### src/rtl/ovs_pkg.sv
package ovs_pkg;
  typedef enum logic {
    ST_IDLE = 1'b0,
    ST_RUN  = 1'b1
  } rx_state_e;
endpackage

### src/rtl/ovs_vote.sv
module ovs_vote #(
  parameter int N_SAMP = 16,
  parameter int THR_W  = 5
) (
  input  logic [N_SAMP-1:0] samples,
  input  logic              strict_mode,
  input  logic [THR_W-1:0]  threshold,
  output logic              value,
  output logic              error
);
  localparam int CNT_W = $clog2(N_SAMP + 1);
  localparam int HALF  = N_SAMP / 2;

  logic [CNT_W-1:0] ones, zeros, thr_eff;

  always_comb begin
    ones = '0;
    for (int i = 0; i < N_SAMP; i++) ones = ones + CNT_W'(samples[i]);
  end

  assign zeros = CNT_W'(N_SAMP) - ones;

  // clamp the programmed count into (majority, all samples]
  always_comb begin
    if (threshold < THR_W'(HALF + 1))     thr_eff = CNT_W'(HALF + 1);
    else if (threshold > THR_W'(N_SAMP))  thr_eff = CNT_W'(N_SAMP);
    else                                  thr_eff = CNT_W'(threshold);
  end

  assign value = (ones >= CNT_W'(HALF));
  assign error = strict_mode ? !((ones >= thr_eff) || (zeros >= thr_eff))
                             : (ones == CNT_W'(HALF));
endmodule

### src/rtl/ovs_cell_timer.sv
module ovs_cell_timer #(
  parameter int N_SAMP = 16,
  parameter int CELLS  = 11
) (
  input  logic                       clk,
  input  logic                       rst,
  input  logic                       tick,
  input  logic                       rxd,
  input  logic                       abort,
  output logic                       cell_done,
  output logic [$clog2(CELLS)-1:0]   cell_idx,
  output logic [N_SAMP-1:0]          samp_next
);
  import ovs_pkg::*;
  localparam int SC_W = $clog2(N_SAMP);
  localparam int CI_W = $clog2(CELLS);

  rx_state_e          state;
  logic [SC_W-1:0]    scnt;
  logic [N_SAMP-1:0]  shreg;

  assign samp_next = {shreg[N_SAMP-2:0], rxd};
  assign cell_done = tick && (state == ST_RUN) && (scnt == SC_W'(N_SAMP - 1));

  always_ff @(posedge clk) begin
    if (rst) begin
      state    <= ST_IDLE;
      scnt     <= '0;
      cell_idx <= '0;
      shreg    <= '1;
    end else if (tick) begin
      shreg <= samp_next;
      if (state == ST_IDLE) begin
        if (!rxd) begin
          state    <= ST_RUN;
          scnt     <= SC_W'(1);
          cell_idx <= '0;
        end
      end else if (scnt == SC_W'(N_SAMP - 1)) begin
        scnt <= '0;
        if (abort || cell_idx == CI_W'(CELLS - 1)) state <= ST_IDLE;
        else cell_idx <= cell_idx + CI_W'(1);
      end else begin
        scnt <= scnt + SC_W'(1);
      end
    end
  end
endmodule

### src/rtl/ovs_bit_decoder.sv
module ovs_bit_decoder #(
  parameter int N_SAMP = 16,
  parameter int DATA_W = 8,
  parameter int THR_W  = 5
) (
  input  logic                          clk,
  input  logic                          rst,
  input  logic                          tick,
  input  logic                          rxd,
  input  logic                          strict_mode,
  input  logic [THR_W-1:0]              threshold,
  input  logic                          odd_parity,
  output logic                          bit_valid,
  output logic                          bit_value,
  output logic                          bit_error,
  output logic [N_SAMP-1:0]             bit_samples,
  output logic [$clog2(DATA_W+3)-1:0]   bit_pos,
  output logic                          frame_valid,
  output logic [DATA_W-1:0]             frame_data,
  output logic                          parity_err,
  output logic                          framing_err,
  output logic                          sample_err
);
  localparam int CELLS    = DATA_W + 3;
  localparam int CI_W     = $clog2(CELLS);
  localparam int PAR_CELL = DATA_W + 1;
  localparam int STOP_CELL = DATA_W + 2;

  logic              cell_done, vote_val, vote_err, abort;
  logic [CI_W-1:0]   cidx;
  logic [N_SAMP-1:0] samp_next;
  logic [DATA_W-1:0] data_sh;
  logic              par_bit, err_acc;

  assign abort = cell_done && (cidx == '0) && vote_val;

  ovs_cell_timer #(.N_SAMP(N_SAMP), .CELLS(CELLS)) u_timer (
    .clk(clk), .rst(rst), .tick(tick), .rxd(rxd), .abort(abort),
    .cell_done(cell_done), .cell_idx(cidx), .samp_next(samp_next)
  );

  ovs_vote #(.N_SAMP(N_SAMP), .THR_W(THR_W)) u_vote (
    .samples(samp_next), .strict_mode(strict_mode), .threshold(threshold),
    .value(vote_val), .error(vote_err)
  );

  always_ff @(posedge clk) begin
    if (rst) begin
      bit_valid   <= 1'b0;
      bit_value   <= 1'b0;
      bit_error   <= 1'b0;
      bit_samples <= '0;
      bit_pos     <= '0;
      frame_valid <= 1'b0;
      frame_data  <= '0;
      parity_err  <= 1'b0;
      framing_err <= 1'b0;
      sample_err  <= 1'b0;
      data_sh     <= '0;
      par_bit     <= 1'b0;
      err_acc     <= 1'b0;
    end else begin
      bit_valid   <= cell_done;
      frame_valid <= 1'b0;
      if (cell_done) begin
        bit_value   <= vote_val;
        bit_error   <= vote_err;
        bit_samples <= samp_next;
        bit_pos     <= cidx;
        err_acc     <= (cidx == '0) ? vote_err : (err_acc | vote_err);
        if (cidx >= CI_W'(1) && cidx <= CI_W'(DATA_W))
          data_sh <= {vote_val, data_sh[DATA_W-1:1]};
        if (cidx == CI_W'(PAR_CELL)) par_bit <= vote_val;
        if (cidx == CI_W'(STOP_CELL)) begin
          frame_valid <= 1'b1;
          frame_data  <= data_sh;
          parity_err  <= ((^data_sh) ^ par_bit) != odd_parity;
          framing_err <= !vote_val;
          sample_err  <= err_acc | vote_err;
        end
      end
    end
  end
endmodule

### config.mk
export PLATFORM = sky130hd
export DESIGN_NAME = ovs_bit_decoder
export DESIGN_NICKNAME = d
export VERILOG_FILES = /design/src/rtl/ovs_pkg.sv /design/src/rtl/ovs_vote.sv /design/src/rtl/ovs_cell_timer.sv /design/src/rtl/ovs_bit_decoder.sv
export SDC_FILE = /design/constraint.sdc
export NUM_CORES = 1
export LEC_CHECK = 0
export CORE_MARGIN = 8
export CORE_UTILIZATION = 30
export CTS_CLUSTER_DIAMETER = 120
export CTS_CLUSTER_SIZE = 28
export DETAILED_ROUTE_END_ITERATION = 10
export PLACE_DENSITY_LB_ADDON = 0.08
export SYNTH_ARGS = -nofsm -noshare
export SYNTH_HDL_FRONTEND = slang
export SYNTH_SLANG_ARGS = --single-unit
### constraint.sdc
create_clock -name clk -period 13.3 [get_ports clk]
set_input_delay 3.325 -clock clk [delete_from_list [all_inputs] [get_ports clk]]
set_output_delay 3.325 -clock clk [all_outputs]
set_load 0.02 [all_outputs]
==> out/results.txt <==
outcome = finished, final reports clean
Max Buffers Root-to-Sink = 2
I/O pins = 46
Pre-antenna DRT Iters = 4
worst hold path type = flip-flop to flip-flop
H-tree levels = 3
synth unique cells = 42
Initial Util = 30.9%
Layout Nets = 474
Die Span Y = 122 um
arrival time worst endpoint = 9.00 ns
Synth-to-Final Area Change = 24.5%
IO Port Bufs = 45
DR vias/cell = 4.65
post-detailed-route wirelength per cell = 14.0 um
share of layout cells above drive strength 1 = 6.16%
setup TNS = 0 ns
Final Hold Fails = 0
Core ar. = 10900 um2
DRT iter0 DRCs = 115
vias in the first global route = 2792
Final Max Tran Viols = 0
syn_nets = 432
worst path required time = 13.56 ns
Buf/Inv on CP = 5
clk_lat worst skew = 0.34 ns
fin crit period = 8.74 ns
critical path class = input pin to flip-flop
slowest CP cell = fa_1
worst-margin pin slew = 0.911 ns
CP max stage delay = 0.59 ns
CTS tree = built
Final period util = 65.7%
total die area = 14900 um2
Setup crit end kind = flip-flop
Overflow after GRT = 0
crit-path leading delay family = adder cells
post_cts resized = 0
VDD IR max = 0.0636 mV
via count = 2689
ys async rst share = 0%
All-Layer GR Usage = 11.5%
number of enable flip-flop cells after synthesis = 0
pin count of the biggest net entering global routing = 51
Post-CTS Hold Fix Bufs = 0
gpl congestion = 0.832
Final Setup Violations = 0
Horiz. Die Dim = 122 um
commonest non-fill, non-tap cells in the layout = nand2_1 (84), dfxtp_1 (69), clkdlybuf4s50_1 (44), a21oi_1 (36), inv_1 (31)
Mapped Cells = 391
number of synthesized register bits = 69
diode count = 0
Clk pin slew, worst setup/hold paths = 0.08 ns
CTS buffer count = 9
clk sinks = 69
PwrDens = 165 nW/um2
post-route ant nets = 0
CP cell instances = clkdlybuf4s50_1 > fa_1 > inv_1 > fa_1 > fa_1 > fa_1 > fa_1 > inv_1 > ha_1 > fa_1 > inv_1 > ha_1 > inv_1 > or2_2 > nor2_1 > xnor2_1 > ha_1 > a22oi_1 > nand3_1 > a31oi_1 > a32oi_1 > a211oi_1
Leak Pwr = 1.64 nW
Post-CTS Repair Setup Buffers = 0
max-cap check violation count = 0
first-pass GRT wire length = 13800 um
Mapped Area = 3360 um2
clock skew = 0.0107 ns
Syn Area/Cell = 8.60 um2
element type at the critical path start = input pin
worst-path fanout max = 4
Rel. slew slack = 39.0%
Most common cell on crit path = fa_1
post-synthesis sequential area ratio = 41.1%
Main synth FF type = dfxtp_1
final wirelength = 8100 um
fin util = 38.5%
root buffer cell = clkbuf_8
hold_ws = 0.456 ns
Placement Rows = 38
unrepaired setup endpoints after global routing = false
synth warn = 0
drc violations = 0
fmax = 114 MHz
Fillers = 1161
post-detail-place hpwl = 5780 um
most common cell after layout, fill and taps aside = nand2_1
antenna violations before repair = 0
layer usage:
layer | share of wire, % | GRT usage, % | wire, um
met2 | 49 | 20.0 | 3990
met5 | 0 | 0 | 0
met3 | 3.9 | 3.24 | 316
met4 | 1.4 | 3.78 | 110
met1 | 45 | 13.2 | 3680
sequential cells by signal, indices dropped and copies added, names as in the netlist:
| register | count |
|---|---|
| u_timer.shreg | 15 |
| bit_valid | 1 |
| par_bit | 1 |
| bit_pos | 4 |
| bit_error | 1 |
| sample_err | 1 |
| u_timer.scnt | 4 |
| frame_data | 8 |
| framing_err | 1 |
| parity_err | 1 |
| u_timer.cell_idx | 4 |
| frame_valid | 1 |
| data_sh | 8 |
| u_timer.state | 1 |
| err_acc | 1 |
| bit_samples | 16 |
| bit_value | 1 |
power by group:
| part | switching (mW) | total, mW | internal (mW) | leakage (nW) |
|---|---|---|---|---|
| logic | 0.150 | 0.266 | 0.115 | 0.954 |
| registers | 0.00316 | 0.213 | 0.210 | 0.559 |
| clock network | 0.0837 | 0.214 | 0.130 | 0.127 |
cell usage after synthesis, types with 5 or more instances:
library cell / count / share of area [%]
a21oi_1: 36 / 5.4
clkbuf_1: 15 / 1.7
dfxtp_1: 69 / 41
fa_1: 10 / 6.0
ha_1: 20 / 7.4
inv_1: 31 / 3.5
mux2i_1: 12 / 3.6
nand2_1: 84 / 9.4
nand3_1: 7 / 1.0
nor2_1: 27 / 3.0
nor3_1: 5 / 0.74
o211ai_1: 12 / 2.7
o21ai_0: 5 / 0.74
xnor2_1: 13 / 3.4
final cells by class:
cell class	count	area, um2	share of cell area [%]
clock buffer	10	138	3.29
timing repair buffer	48	468	11.2
tap	140	175	4.18
multi-input combinational	274	1800	43.0
clock inverter	6	109	2.60
sequential	69	1380	33.0
inverter	31	116	2.78
worst reg2reg max path, cell delays in order, from the launching register on:
cell      delay (ns)
dfxtp_1         0.36
fa_1            0.52
inv_1           0.05
fa_1            0.47
fa_1            0.54
fa_1            0.43
fa_1            0.49
inv_1           0.04
ha_1            0.19
fa_1            0.49
inv_1           0.09
ha_1            0.17
inv_1           0.04
or2_2           0.29
nor2_1          0.11
xnor2_1         0.13
ha_1            0.26
a22oi_1         0.14
nand3_1         0.10
a31oi_1         0.15
a32oi_1         0.12
a211oi_1        0.23
logic make-up after synthesis:
kind of cell               count (synthesis)  share of synthesized area, %
and+or+nand+nor                          143                          18.2
AOI/OAI and AO/OA                         73                          14.0
DFF                                       69                          41.1
buffers and inverters                     48                          5.39
adders and majority gates                 30                          13.4
xor gates and xnor gates                  16                          4.39
muxes                                     12                          3.57
worst paths after layout:
path	from	end	slack [ns]	cells after the start
worst min register to register	frame_data[0]$_SDFFE_PP0P_	frame_data[0]$_SDFFE_PP0P_	0.46	2
worst min-delay path	frame_data[0]$_SDFFE_PP0P_	frame_data[0]$_SDFFE_PP0P_	0.46	2
worst max register to register	u_timer.shreg[0]$_SDFFE_PP1P_	sample_err$_SDFFE_PP0P_	7.80	21
worst max-delay path	rxd	sample_err$_SDFFE_PP0P_	4.56	22
through the flow:
| step | area [um2] | power, mW | worst slack (ns) | instances |
|---|---|---|---|---|
| 4_1_cts | 4190 | 0.704 | 4.54 | 578 |
| 3_5_place_dp | 3940 | 0.487 | 4.19 | 562 |
| 5_1_grt | 4190 | 0.752 | 4.23 | 578 |
| 6_report | 4190 | 0.692 | 4.56 | 578 |
| 2_1_floorplan | 3360 | 0.426 | 5.06 | 391 |
| 3_3_place_gp | 3940 | 0.475 | 4.31 | 562 |
No activity file was read; power rests on OpenSTA's default activity.
